### src/rtl/norm_shifter_pkg.sv
package norm_shifter_pkg;
  typedef enum logic [2:0] {
    OP_LSH    = 3'd0,
    OP_ASH    = 3'd1,
    OP_NORM   = 3'd2,
    OP_DENORM = 3'd3,
    OP_EXP    = 3'd4
  } shop_e;

  function automatic logic op_legal(logic [2:0] op);
    return op <= 3'd4;
  endfunction
endpackage

### src/rtl/ns_exp_detect.sv
module ns_exp_detect #(
  parameter int DATA_W = 16,
  localparam int EXP_W = $clog2(DATA_W) + 1
) (
  input  logic [DATA_W-1:0] data_i,
  output logic [EXP_W-1:0]  exp_o
);
  always_comb begin
    logic run;
    int   n;
    run = 1'b1;
    n   = 0;
    for (int i = DATA_W - 2; i >= 0; i--) begin
      if (run && (data_i[i] == data_i[DATA_W-1])) n++;
      else run = 1'b0;
    end
    exp_o = EXP_W'(n);
  end
endmodule

### src/rtl/ns_shift_array.sv
module ns_shift_array #(
  parameter int DATA_W = 16,
  parameter int AMT_W  = 9,
  localparam int RES_W = 2 * DATA_W,
  localparam int SH_W  = $clog2(RES_W)
) (
  input  logic [DATA_W-1:0] data_i,
  input  logic              hi_sel_i,
  input  logic              arith_i,
  input  logic [AMT_W-1:0]  amt_i,     // two's complement, >= 0 shifts left
  output logic [RES_W-1:0]  word_o
);
  logic [RES_W-1:0] placed;
  logic [AMT_W-1:0] mag;
  logic [SH_W-1:0]  sh;
  logic             left, big, fill;

  always_comb begin
    if (hi_sel_i) placed = {data_i, {DATA_W{1'b0}}};
    else          placed = {{DATA_W{arith_i & data_i[DATA_W-1]}}, data_i};
  end

  assign left = ~amt_i[AMT_W-1];
  assign mag  = left ? amt_i : (~amt_i + 1'b1);
  assign big  = mag >= AMT_W'(RES_W);
  assign sh   = mag[SH_W-1:0];
  assign fill = arith_i & placed[RES_W-1];

  always_comb begin
    if (left) begin
      word_o = big ? '0 : (placed << sh);
    end else if (big) begin
      word_o = {RES_W{fill}};
    end else if (arith_i) begin
      word_o = RES_W'($signed(placed) >>> sh);
    end else begin
      word_o = placed >> sh;
    end
  end
endmodule

### src/rtl/ns_blk_exp.sv
module ns_blk_exp #(
  parameter int EXP_W   = 5,
  parameter int EXP_MAX = 15
) (
  input  logic             clk_i,
  input  logic             rst_ni,
  input  logic             upd_i,
  input  logic [EXP_W-1:0] exp_i,
  output logic [EXP_W-1:0] blk_o
);
  always_ff @(posedge clk_i or negedge rst_ni) begin
    if (!rst_ni)                     blk_o <= EXP_W'(EXP_MAX);
    else if (upd_i && exp_i < blk_o) blk_o <= exp_i;
  end
endmodule

### src/rtl/norm_shifter.sv
module norm_shifter
  import norm_shifter_pkg::*;
#(
  parameter int DATA_W = 16,
  parameter int CNT_W  = 8,
  localparam int RES_W   = 2 * DATA_W,
  localparam int EXP_W   = $clog2(DATA_W) + 1,
  localparam int AMT_W   = CNT_W + 1,
  localparam int EXP_MAX = DATA_W - 1
) (
  input  logic              clk_i,
  input  logic              rst_ni,
  input  logic              valid_i,
  input  logic [2:0]        op_i,
  input  logic [DATA_W-1:0] data_i,
  input  logic [CNT_W-1:0]  count_i,
  input  logic              hi_sel_i,
  input  logic              or_mode_i,
  input  logic              blk_i,
  output logic              valid_o,
  output logic [RES_W-1:0]  result_o,
  output logic [EXP_W-1:0]  exp_o,
  output logic [EXP_W-1:0]  blk_exp_o
);
  shop_e            op;
  logic             acc, arith;
  logic [EXP_W-1:0] exp_d;
  logic [AMT_W-1:0] cnt_x, amt;
  logic [RES_W-1:0] word;

  assign op    = shop_e'(op_i);
  assign acc   = valid_i & op_legal(op_i);
  assign arith = (op == OP_ASH) || (op == OP_DENORM);
  assign cnt_x = {count_i[CNT_W-1], count_i};

  always_comb begin
    case (op)
      OP_NORM:   amt = AMT_W'(exp_d);
      OP_DENORM: amt = '0 - cnt_x;   // right by the supplied exponent
      default:   amt = cnt_x;
    endcase
  end

  ns_exp_detect #(.DATA_W(DATA_W)) u_exp (
    .data_i (data_i),
    .exp_o  (exp_d)
  );

  ns_shift_array #(.DATA_W(DATA_W), .AMT_W(AMT_W)) u_sh (
    .data_i   (data_i),
    .hi_sel_i (hi_sel_i),
    .arith_i  (arith),
    .amt_i    (amt),
    .word_o   (word)
  );

  ns_blk_exp #(.EXP_W(EXP_W), .EXP_MAX(EXP_MAX)) u_blk (
    .clk_i  (clk_i),
    .rst_ni (rst_ni),
    .upd_i  (acc && op == OP_EXP && blk_i),
    .exp_i  (exp_d),
    .blk_o  (blk_exp_o)
  );

  always_ff @(posedge clk_i or negedge rst_ni) begin
    if (!rst_ni) begin
      valid_o  <= 1'b0;
      result_o <= '0;
      exp_o    <= '0;
    end else begin
      valid_o <= acc;
      if (acc) begin
        if (op != OP_EXP) result_o <= or_mode_i ? (result_o | word) : word;
        if (op == OP_EXP || op == OP_NORM) exp_o <= exp_d;
      end
    end
  end
endmodule

### config.mk
export PLATFORM = sky130hd
export DESIGN_NAME = norm_shifter
export DESIGN_NICKNAME = d
export VERILOG_FILES = /design/src/rtl/norm_shifter_pkg.sv /design/src/rtl/ns_exp_detect.sv /design/src/rtl/ns_shift_array.sv /design/src/rtl/ns_blk_exp.sv /design/src/rtl/norm_shifter.sv
export SDC_FILE = /design/constraint.sdc
export NUM_CORES = 1
export LEC_CHECK = 0
export ABC_AREA = 0
export BUFFER_PORTS_ARGS = -buffer_cell sky130_fd_sc_hd__buf_2
export CORE_MARGIN = 5
export CORE_UTILIZATION = 50
export DETAILED_ROUTE_END_ITERATION = 8
export PLACE_DENSITY_LB_ADDON = 0.08
export SLEW_MARGIN = 20
export SYNTH_ARGS = -nofsm -noshare
export SYNTH_HDL_FRONTEND = slang
export SYNTH_SLANG_ARGS = --single-unit
export TNS_END_PERCENT = 30
### constraint.sdc
create_clock -name clk_i -period 4 [get_ports clk_i]
set_input_delay 0.2 -clock clk_i [delete_from_list [all_inputs] [get_ports clk_i]]
set_output_delay 0.2 -clock clk_i [all_outputs]
set_load 0.05 [all_outputs]
### After elaboration in Yosys (flattened, before gate mapping)

Cells that the tools add are included.

| operators by class | value |
|---|---|
| reduce and logical (&&, ||, !) cells | 21 |
| shifts and indexed selects | 3 |
| bitwise logic cells | 5 |
| $lt $le $gt $ge | 3 |
| equality and inequality tests | 20 |
| multiplexer cells | 37 |
| add/sub/neg operators | 16 |

Operators with widths:

| cell | number |
|---|---|
| $mux 32 | 6 |
| $mux 5 | 13 |
| $add 5x2->5 const B | 12 |
| $or 32x32->32 | 1 |
| $shl 32x5->32 | 1 |
| $shr 32x5->32 | 1 |
| $sshr 32x5->32 | 1 |
| $pmux 9 s2 | 1 |
| $logic_and 1x1->1 | 17 |
| $eq 1x1->1 | 15 |
| $mux 1 | 15 |
| $add 9x1->9 const B | 1 |
| $ge 9x6->1 const B | 1 |
| $mux 9 | 1 |
| $not 9->9 | 1 |
| $sub 1x8->9 const A | 1 |
| $eq 3x2->1 const B | 2 |
| $lt 5x5->1 | 1 |
| $reduce_and 2->1 | 2 |
| $add 2x1->3 const B | 1 |
| $and 1x1->1 | 3 |
| $eq 3x1->1 const B | 1 |
| $eq 3x3->1 const B | 1 |
| $le 3x3->1 const B | 1 |
| 4 further kinds | 5 |

| storage, ports and cells | value |
|---|---|
| bits of input ports | 33 |
| register bits after elaboration | 43 |
| output and inout bits | 43 |

### Longest topological paths before layout

| logic depth | value |
|---|---|
| depth in word-level cells | 40 |
| mapped depth | 57 |
| gate-level depth less buffers | 52 |

### Cells and area by module

From an unflattened synthesis, not the netlist that was laid out.

| unflattened totals | value |
|---|---|
| cells, all modules | 987 |
| area, all modules | 7364.6 um^2 |

By module, submodules not included:

| module | instances | area an instance (um^2) | cells an instance | seq. area each (um^2) |
|---|---|---|---|---|
| ns_shift_array | 1 | 3618.5 | 565 | 0.0 |
| ns_exp_detect | 1 | 1742.9 | 257 | 0.0 |
| norm_shifter | 1 | 1695.4 | 140 | 950.9 |
| ns_blk_exp | 1 | 307.8 | 25 | 130.1 |

### Worst setup path after synthesis

No wires, ideal clock.

| timing | value |
|---|---|
| path type | input to register |
| start point | input data_i[15] |
| end point | register result_o[28] |
| arrival | 9.050 ns |
| data required time | 3.867 ns |
| slack | -5.184 ns |
| cell stages on the path | 52 |
| path through | buf_6 -> buf_4 -> clkbuf_1 -> nand2_1 -> a21oi_1 -> o21bai_1 -> ha_1 -> nor4_1 -> a211o_1 -> inv_1 -> ha_1 -> a21o_1 -> ha_1 -> mux2i_1 -> mux2i_1 -> ha_1 -> inv_1 -> mux2_2 -> [... 16 more ...] -> nand2_1 -> a21o_1 -> o2111ai_1 -> nor2_1 -> nor2_1 -> ha_1 -> mux2i_1 -> o31a_1 -> buf_2 -> buf_2 -> mux2i_1 -> mux2i_1 -> mux2i_1 -> nor3_1 -> a21oi_1 -> nor2_1 -> a221oi_1 -> nand3_1 |

| between the ends | value |
|---|---|
| longest elaborated chain between the ends | 40 |
| elaborated cells on any way between the ends | 89 |
| classes of those cells | 15 x add/sub; 1 x order compare; 15 x eq/ne; 3 x shift; 37 x mux; 4 x bitwise; 14 x reduce/logical |

Ends and longest elaborated chain:

| element | RTL line | text |
|---|---|---|
| from (decl) | norm_shifter.sv:15 | `input logic [DATA_W-1:0] data_i,` |
| $eq 1x1->1 | ns_exp_detect.sv:14 | `if (run && (data_i[i] == data_i[DATA_W-1])) n++;` |
| $mux 1 | ns_exp_detect.sv:14 |  |
| $add 1x1->2 / $logic_and 1x1->1 (equally long branches) | ns_exp_detect.sv:14 |  |
| $mux 2 / $mux 1 (equally long branches) | ns_exp_detect.sv:14 |  |
| $add 2x1->3 / $logic_and 1x1->1 (equally long branches) | ns_exp_detect.sv:14 |  |
| $mux 5 / $mux 1 (equally long branches) | ns_exp_detect.sv:14 |  |
| $add 5x2->5 / $logic_and 1x1->1 (equally long branches) | ns_exp_detect.sv:14 |  |
| $mux 5 / $mux 1 (equally long branches) | ns_exp_detect.sv:14 |  |
| [... 24 more ...] | n/a |  |
| $add 9x1->9 | ns_shift_array.sv:24 | `assign mag = left ? amt_i : (~amt_i + 1'b1);` |
| $mux 9 | ns_shift_array.sv:24 |  |
| $shr 32x5->32 / $sshr 32x5->32 (equally long branches) | ns_shift_array.sv:37, ns_shift_array.sv:35 |  |
| $mux 32 | ns_shift_array.sv:34 | `end else if (arith_i) begin` |
| $mux 32 | ns_shift_array.sv:32 | `end else if (big) begin` |
| $mux 32 (*) | ns_shift_array.sv:30 | `if (left) begin` |
| $or 32x32->32 | norm_shifter.sv:73 | `if (op != OP_EXP) result_o <= or_mode_i ? (result_o \| word) : word;` |
| $mux 32 (*) | norm_shifter.sv:73 |  |
| to (signal assigned) | norm_shifter.sv:73 |  |
| to (decl) | norm_shifter.sv:21 | `output logic [RES_W-1:0] result_o,` |

Mark *: on every way between the ends. The rest lies on a longest branch, timed or not.
A chain may end at the register's enable or synchronous reset.

### Worst setup path in the final report

| timing | value |
|---|---|
| start point | input data_i[13] |
| end point | register result_o[0] |

| between the ends | value |
|---|---|
| longest elaborated chain between the ends | 39 |
| elaborated cells on any way between the ends | 70 |
| classes of those cells | 14 x add/sub; 1 x order compare; 1 x eq/ne; 3 x shift; 35 x mux; 2 x bitwise; 14 x reduce/logical |

Ends and longest elaborated chain:

| element | RTL line |
|---|---|
| $eq 1x1->1 | ns_exp_detect.sv:14 |
| $logic_and 1x1->1 | ns_exp_detect.sv:14 |
| $mux 2 / $mux 1 (equally long branches) | ns_exp_detect.sv:14 |
| $add 2x1->3 / $logic_and 1x1->1 (equally long branches) | ns_exp_detect.sv:14 |
| $mux 5 / $mux 1 (equally long branches) | ns_exp_detect.sv:14 |
| $add 5x2->5 / $logic_and 1x1->1 (equally long branches) | ns_exp_detect.sv:14 |
| $mux 5 / $mux 1 (equally long branches) | ns_exp_detect.sv:14 |
| $add 5x2->5 / $logic_and 1x1->1 (equally long branches) | ns_exp_detect.sv:14 |
| [... 23 more ...] | n/a |
| $add 9x1->9 | ns_shift_array.sv:24 |
| $mux 9 | ns_shift_array.sv:24 |
| $shr 32x5->32 / $sshr 32x5->32 (equally long branches) | ns_shift_array.sv:37, ns_shift_array.sv:35 |
| $mux 32 | ns_shift_array.sv:34 |
| $mux 32 | ns_shift_array.sv:32 |
| $mux 32 (*) | ns_shift_array.sv:30 |
| $or 32x32->32 | norm_shifter.sv:73 |
| $mux 32 (*) | norm_shifter.sv:73 |

Marked as above.

==> flow_summary.html <==
<table>
<tr><th>Metric</th><th>Value</th></tr>
<tr><th colspan="2">STA</th></tr>
<tr><td>Unrepaired setup endpoints after global routing</td><td>true</td></tr>
<tr><td>Worst-case clock skew</td><td>approximately 0.40 ps</td></tr>
<tr><td># setup viols final</td><td>between 40 and 50</td></tr>
<tr><td>Ratio of final minimum period to clock period</td><td>217%</td></tr>
<tr><td>Final Hold Slack</td><td>a little over 70 ps</td></tr>
<tr><td>Worst slew margin</td><td>about a third</td></tr>
<tr><td>Final hold violation count</td><td>0</td></tr>
<tr><td>Worst slew pin tran</td><td>~970 ps</td></tr>
<tr><td>Highest Clock Rate</td><td>approximately 0.12 GHz</td></tr>
<tr><td>Fin. max-slew vios</td><td>0</td></tr>
<tr><td>Final setup slack of the worst path</td><td>-4690 ps</td></tr>
<tr><td>Fin crit period</td><td>about 8700 ps</td></tr>
<tr><th colspan="2">Route</th></tr>
<tr><td>Average detailed-routed wire length per instance</td><td>between 15 and 20 um</td></tr>
<tr><td>Total vias in the final route</td><td>between 9,000 and 10,000</td></tr>
<tr><td>Total wire length after detailed routing</td><td>29.6 mm</td></tr>
<tr><td>DR pass1 iterations</td><td>8</td></tr>
<tr><td>Vias per cell</td><td>around 6.4</td></tr>
<tr><td>Final routed DRC violation total</td><td>0</td></tr>
<tr><td>Antenna violation net count after detailed routing</td><td>0</td></tr>
<tr><td>Number of DRC markers in iteration 0</td><td>~1,500</td></tr>
<tr><th colspan="2">Run status</th></tr>
<tr><td>Outcome</td><td>finished with violations</td></tr>
<tr><td>Violated checks</td><td>setup timing</td></tr>
<tr><th colspan="2">Setup path</th></tr>
<tr><td>Startpoint Class</td><td>primary input</td></tr>
<tr><td>Delay of the slowest critical-path stage</td><td>400 ps</td></tr>
<tr><td>Cell type with the highest occurrence count on the critical path</td><td>sky130_fd_sc_hd__nand2_1</td></tr>
<tr><td>CP Class</td><td>primary input to register</td></tr>
<tr><td>Data arrival at the endpoint of the critical path</td><td>8850 ps</td></tr>
<tr><td>Endpoint type of the worst setup path</td><td>register</td></tr>
<tr><td>Data required time at the worst endpoint</td><td>about 4200 ps</td></tr>
<tr><td>Cell with the largest stage delay on the worst path</td><td>sky130_fd_sc_hd__or3_4</td></tr>
<tr><td>Crit Path Max Fanout</td><td>7</td></tr>
<tr><th colspan="2">Finish</th></tr>
<tr><td>Proportion of layout cells with a drive suffix above 1</td><td>a little under half</td></tr>
<tr><td>Synth-to-layout area growth</td><td>57.5%</td></tr>
<tr><td>Diodes inserted</td><td>0</td></tr>
<tr><td>NumNets Final</td><td>between 1,000 and 1,500</td></tr>
<tr><th colspan="2">Clocking</th></tr>
<tr><td>Cts-stage hold buffer count</td><td>0</td></tr>
<tr><td>Clock tree root driver cell</td><td>sky130_fd_sc_hd__clkbuf_16</td></tr>
<tr><td>Clock transition at the registers of the reported paths</td><td>60 ps</td></tr>
<tr><td>Number of clock sinks</td><td>43</td></tr>
<tr><td>TritonCTS Buffers</td><td>5</td></tr>
<tr><td>Clock network latency to the later pin of the worst-skew pair</td><td>around 290 ps</td></tr>
<tr><td>Bufs on Longest Clock Path</td><td>2</td></tr>
<tr><td>H-tree Lvls</td><td>2</td></tr>
<tr><td>TritonCTS clock tree</td><td>built</td></tr>
<tr><th colspan="2">Yosys</th></tr>
<tr><td>Portion of the post-synthesis area used by sequential elements</td><td>about 16%</td></tr>
<tr><td>Top cells by count, synth</td><td>132 x sky130_fd_sc_hd__nand2_1, 90 x sky130_fd_sc_hd__a21oi_1, 84 x sky130_fd_sc_hd__nor2_1, 84 x sky130_fd_sc_hd__o21ai_0, 53 x sky130_fd_sc_hd__mux2i_1</td></tr>
<tr><td>Mapped Avg Cell Area</td><td>approximately 6.9 sq um</td></tr>
<tr><td>Post-Syn Nets</td><td>1,047</td></tr>
<tr><td>Proportion of netlist area held by the largest area contributor</td><td>14.1%</td></tr>
<tr><td>Post-synthesis instance area</td><td>between 6000 and 7000 sq um</td></tr>
<tr><td>Share of synthesized registers carrying an async set or reset</td><td>100%</td></tr>
<tr><td>Number of enable-type register cells in the synthesized netlist</td><td>0</td></tr>
<tr><td>Leading area contributor after synthesis</td><td>sky130_fd_sc_hd__dfrtp_1</td></tr>
<tr><td>Most repeated cell in the gate-level netlist after synthesis</td><td>sky130_fd_sc_hd__nand2_1</td></tr>
<tr><td>Register bit count reported by yosys</td><td>between 40 and 50</td></tr>
<tr><td>Synth Instances</td><td>about 1,000</td></tr>
<tr><td>Warnings, synthesis</td><td>0</td></tr>
<tr><td>Most frequently used flop master after synthesis</td><td>sky130_fd_sc_hd__dfrtp_1</td></tr>
<tr><td>Number of distinct library cell variants in the gate-level netlist after synthesis</td><td>86</td></tr>
<tr><td>Ranking of synthesized cells by area</td><td>sky130_fd_sc_hd__dfrtp_1 14%, sky130_fd_sc_hd__mux2i_1 7.7%, sky130_fd_sc_hd__nand2_1 7.2%</td></tr>
<tr><th colspan="2">Floorplanning</th></tr>
<tr><td>Core Rows</td><td>43</td></tr>
<tr><td>Number of primary I/O pins</td><td>76</td></tr>
<tr><td>Die area</td><td>16,300 sq um</td></tr>
<tr><td>DIE WIDTH</td><td>128 um</td></tr>
<tr><td>Placeable core area</td><td>between 10,000 and 15,000 sq um</td></tr>
<tr><td>Initial Utilization</td><td>roughly 50%</td></tr>
<tr><td>Die H</td><td>between 100 and 150 um</td></tr>
<tr><th colspan="2">Global route</th></tr>
<tr><td>Via count of the first global-routing pass</td><td>about 8,600</td></tr>
<tr><td>Wire length of the first global-routing pass</td><td>roughly 45 mm</td></tr>
<tr><td>Most Used Layer, Global Route</td><td>met2</td></tr>
<tr><td>GRT Overall Usage</td><td>approximately a third</td></tr>
<tr><td>Largest net degree at the start of global routing</td><td>62</td></tr>
<tr><td>Global Route met2 Usage</td><td>a little under three fifths</td></tr>
<tr><td>Grt ovf</td><td>0</td></tr>
<tr><td>Number of antenna violations at the first check in global routing</td><td>0</td></tr>
<tr><td>Global routing usage on met1</td><td>around 45%</td></tr>
<tr><td>Met3 Resource Use GR</td><td>around 4.1%</td></tr>
<tr><th colspan="2">Pwr</th></tr>
<tr><td>Leakage Power</td><td>a little under 5 nW</td></tr>
<tr><td>Switching share of total power</td><td>a little under half</td></tr>
<tr><td>Cell internal power dissipation</td><td>between 0.0015 and 0.002 W</td></tr>
<tr><td>Part of the power in registers</td><td>approximately 16%</td></tr>
<tr><td>Pwr dens</td><td>303 nW/um^2</td></tr>
<tr><td>Tot Pwr</td><td>0.00330 W</td></tr>
<tr><td>Clock share of power</td><td>about an eighth</td></tr>
<tr><td>Highest ir drop seen on vdd</td><td>between 0.15 and 0.2 mV</td></tr>
<tr><td>Power dissipated by switching net loads</td><td>about 0.0016 W</td></tr>
<tr><td>Combinational fraction of design power</td><td>71.4%</td></tr>
<tr><th colspan="2">Place</th></tr>
<tr><td>Hpwl dp</td><td>21.4 mm</td></tr>
<tr><td>Number of buffers added on ports</td><td>75</td></tr>
<tr><td>Last weighted congestion value of the routability-driven placer</td><td>0.962</td></tr>
<tr><th colspan="2">Run</th></tr>
<tr><td>Max-capacitance violation count</td><td>0</td></tr>
<tr><th colspan="2">Worst hold path</th></tr>
<tr><td>Hold Crit Class</td><td>primary input to async pin</td></tr>
</table>
## through the flow
step | setup slack, ps | std cells | setup TNS [ps] | cell area (sq um) | utilization [%]
after floorplan | -4500 | 996 | -168850 | 7060 | -
after global routing | -5220 | 1495 | -194860 | 10900 | 79.2
after global placement | -4880 | 1455 | -177020 | 9560 | 69.7
after detailed placement | -5170 | 1455 | -189230 | 9560 | 69.7
after CTS | -4480 | 1485 | -167930 | 10400 | 75.6
final | -4690 | 1495 | -175450 | 10900 | 79.2
## routing by layer
layer  wire length [um]  up-vias
met5                  0        -
met4               1270        0
met3               2850      117
met2              13700      658
met1              11700     4441
li1                   -     4335
## path summary, 6_finish.rpt
| check | slack [ps] | start | endpoint | cells after the start |
|---|---|---|---|---|
| max | -4690 | data_i[13] | result_o[0] | 54 |
| min | 70 | rst_ni | exp_o[3] | 1 |
| max reg2reg | 2050 | u_blk.blk_o[1] | u_blk.blk_o[4] | 10 |
| min reg2reg | 470 | u_blk.blk_o[1] | u_blk.blk_o[1] | 2 |
| max in group asynchronous | 3330 | rst_ni | result_o[25] | 1 |
| min in group clk_i | 230 | valid_i | valid_o | 2 |
## kinds of logic (layout without fill, tap and decap cells)
kind of cell,after synthesis,in the layout,synth area share [%]
AO/OA/AOI/OAI,337,337,31.6
buffers and inverters,107,426,6.67
XOR/XNOR,29,29,4.97
AND/OR/NAND/NOR,394,394,27.6
multiplexers,66,66,9.89
flip-flops,43,43,15.7
adder cells (fa/ha/maj),20,20,3.57
## worst max-delay path, delay by kind of cell
| family | cells | cell delay (ps) |
|---|---|---|
| simple gates | 18 | 1960 |
| mux | 7 | 1300 |
| fa+ha+maj | 9 | 2330 |
| buf+inv | 6 | 600 |
| compound gates | 14 | 2440 |
## cell type report
type	count	area, sq um
clock buffer	5	125
clock inverter	3	23.8
fill	941	2850
inverter	24	90.1
multi-input combinational	846	6330
sequential	43	1080
tap	180	225
timing repair buffer	394	3000
## power by group through the flow
stage / sequential, W / clock (W) / combinational [W]
4_1_cts: 0.000530 / 0.000421 / 0.00213
5_1_grt: 0.000539 / 0.000439 / 0.00246
3_3_place_gp: 0.000536 / 0 / 0.00189
2_1_floorplan: 0.000747 / 0 / 0.000906
6_report: 0.000530 / 0.000413 / 0.00235
3_5_place_dp: 0.000538 / 0 / 0.00191
## cell usage in the layout, fill, tap and decap left out, types with 7 or more instances in the layout
master                     instances
sky130_fd_sc_hd__a211oi_1         16
sky130_fd_sc_hd__a21o_1            9
sky130_fd_sc_hd__a21oi_1          71
sky130_fd_sc_hd__a21oi_2          20
sky130_fd_sc_hd__a22oi_1           8
sky130_fd_sc_hd__a31oi_1          11
sky130_fd_sc_hd__and2_1           13
sky130_fd_sc_hd__and3_1           10
sky130_fd_sc_hd__buf_12           12
sky130_fd_sc_hd__buf_2            72
sky130_fd_sc_hd__buf_4           293
sky130_fd_sc_hd__buf_6            16
sky130_fd_sc_hd__dfrtp_1          39
sky130_fd_sc_hd__ha_1             13
sky130_fd_sc_hd__inv_1            21
sky130_fd_sc_hd__mux2i_1          24
sky130_fd_sc_hd__mux2i_2          19
sky130_fd_sc_hd__mux2i_4          11
sky130_fd_sc_hd__nand2_1         124
sky130_fd_sc_hd__nand2b_1         16
sky130_fd_sc_hd__nand3_1          39
sky130_fd_sc_hd__nand4_1          10
sky130_fd_sc_hd__nor2_1           78
sky130_fd_sc_hd__nor2b_1           8
sky130_fd_sc_hd__nor3_1           20
sky130_fd_sc_hd__nor3_2            7
sky130_fd_sc_hd__o211ai_1         16
sky130_fd_sc_hd__o21ai_0          44
sky130_fd_sc_hd__o21ai_1          21
sky130_fd_sc_hd__o21ai_2          20
sky130_fd_sc_hd__o21ai_4           7
sky130_fd_sc_hd__or3_1             8
sky130_fd_sc_hd__xnor2_1          13
## flip-flops by register name, summed over array words and instances, names as in the netlist
signal       flops
result_o        32
exp_o            5
u_blk.blk_o      5
valid_o          1
## what timing repair did
action / in CTS / in global routing
gates resized for setup: 129 / 84
cloned: 0 / 0
setup endpoints to repair: 41 / 41
setup buffers: 25 / 11
pin swaps: 63 / 53
Note: power is estimated with default switching activity, not from simulation.
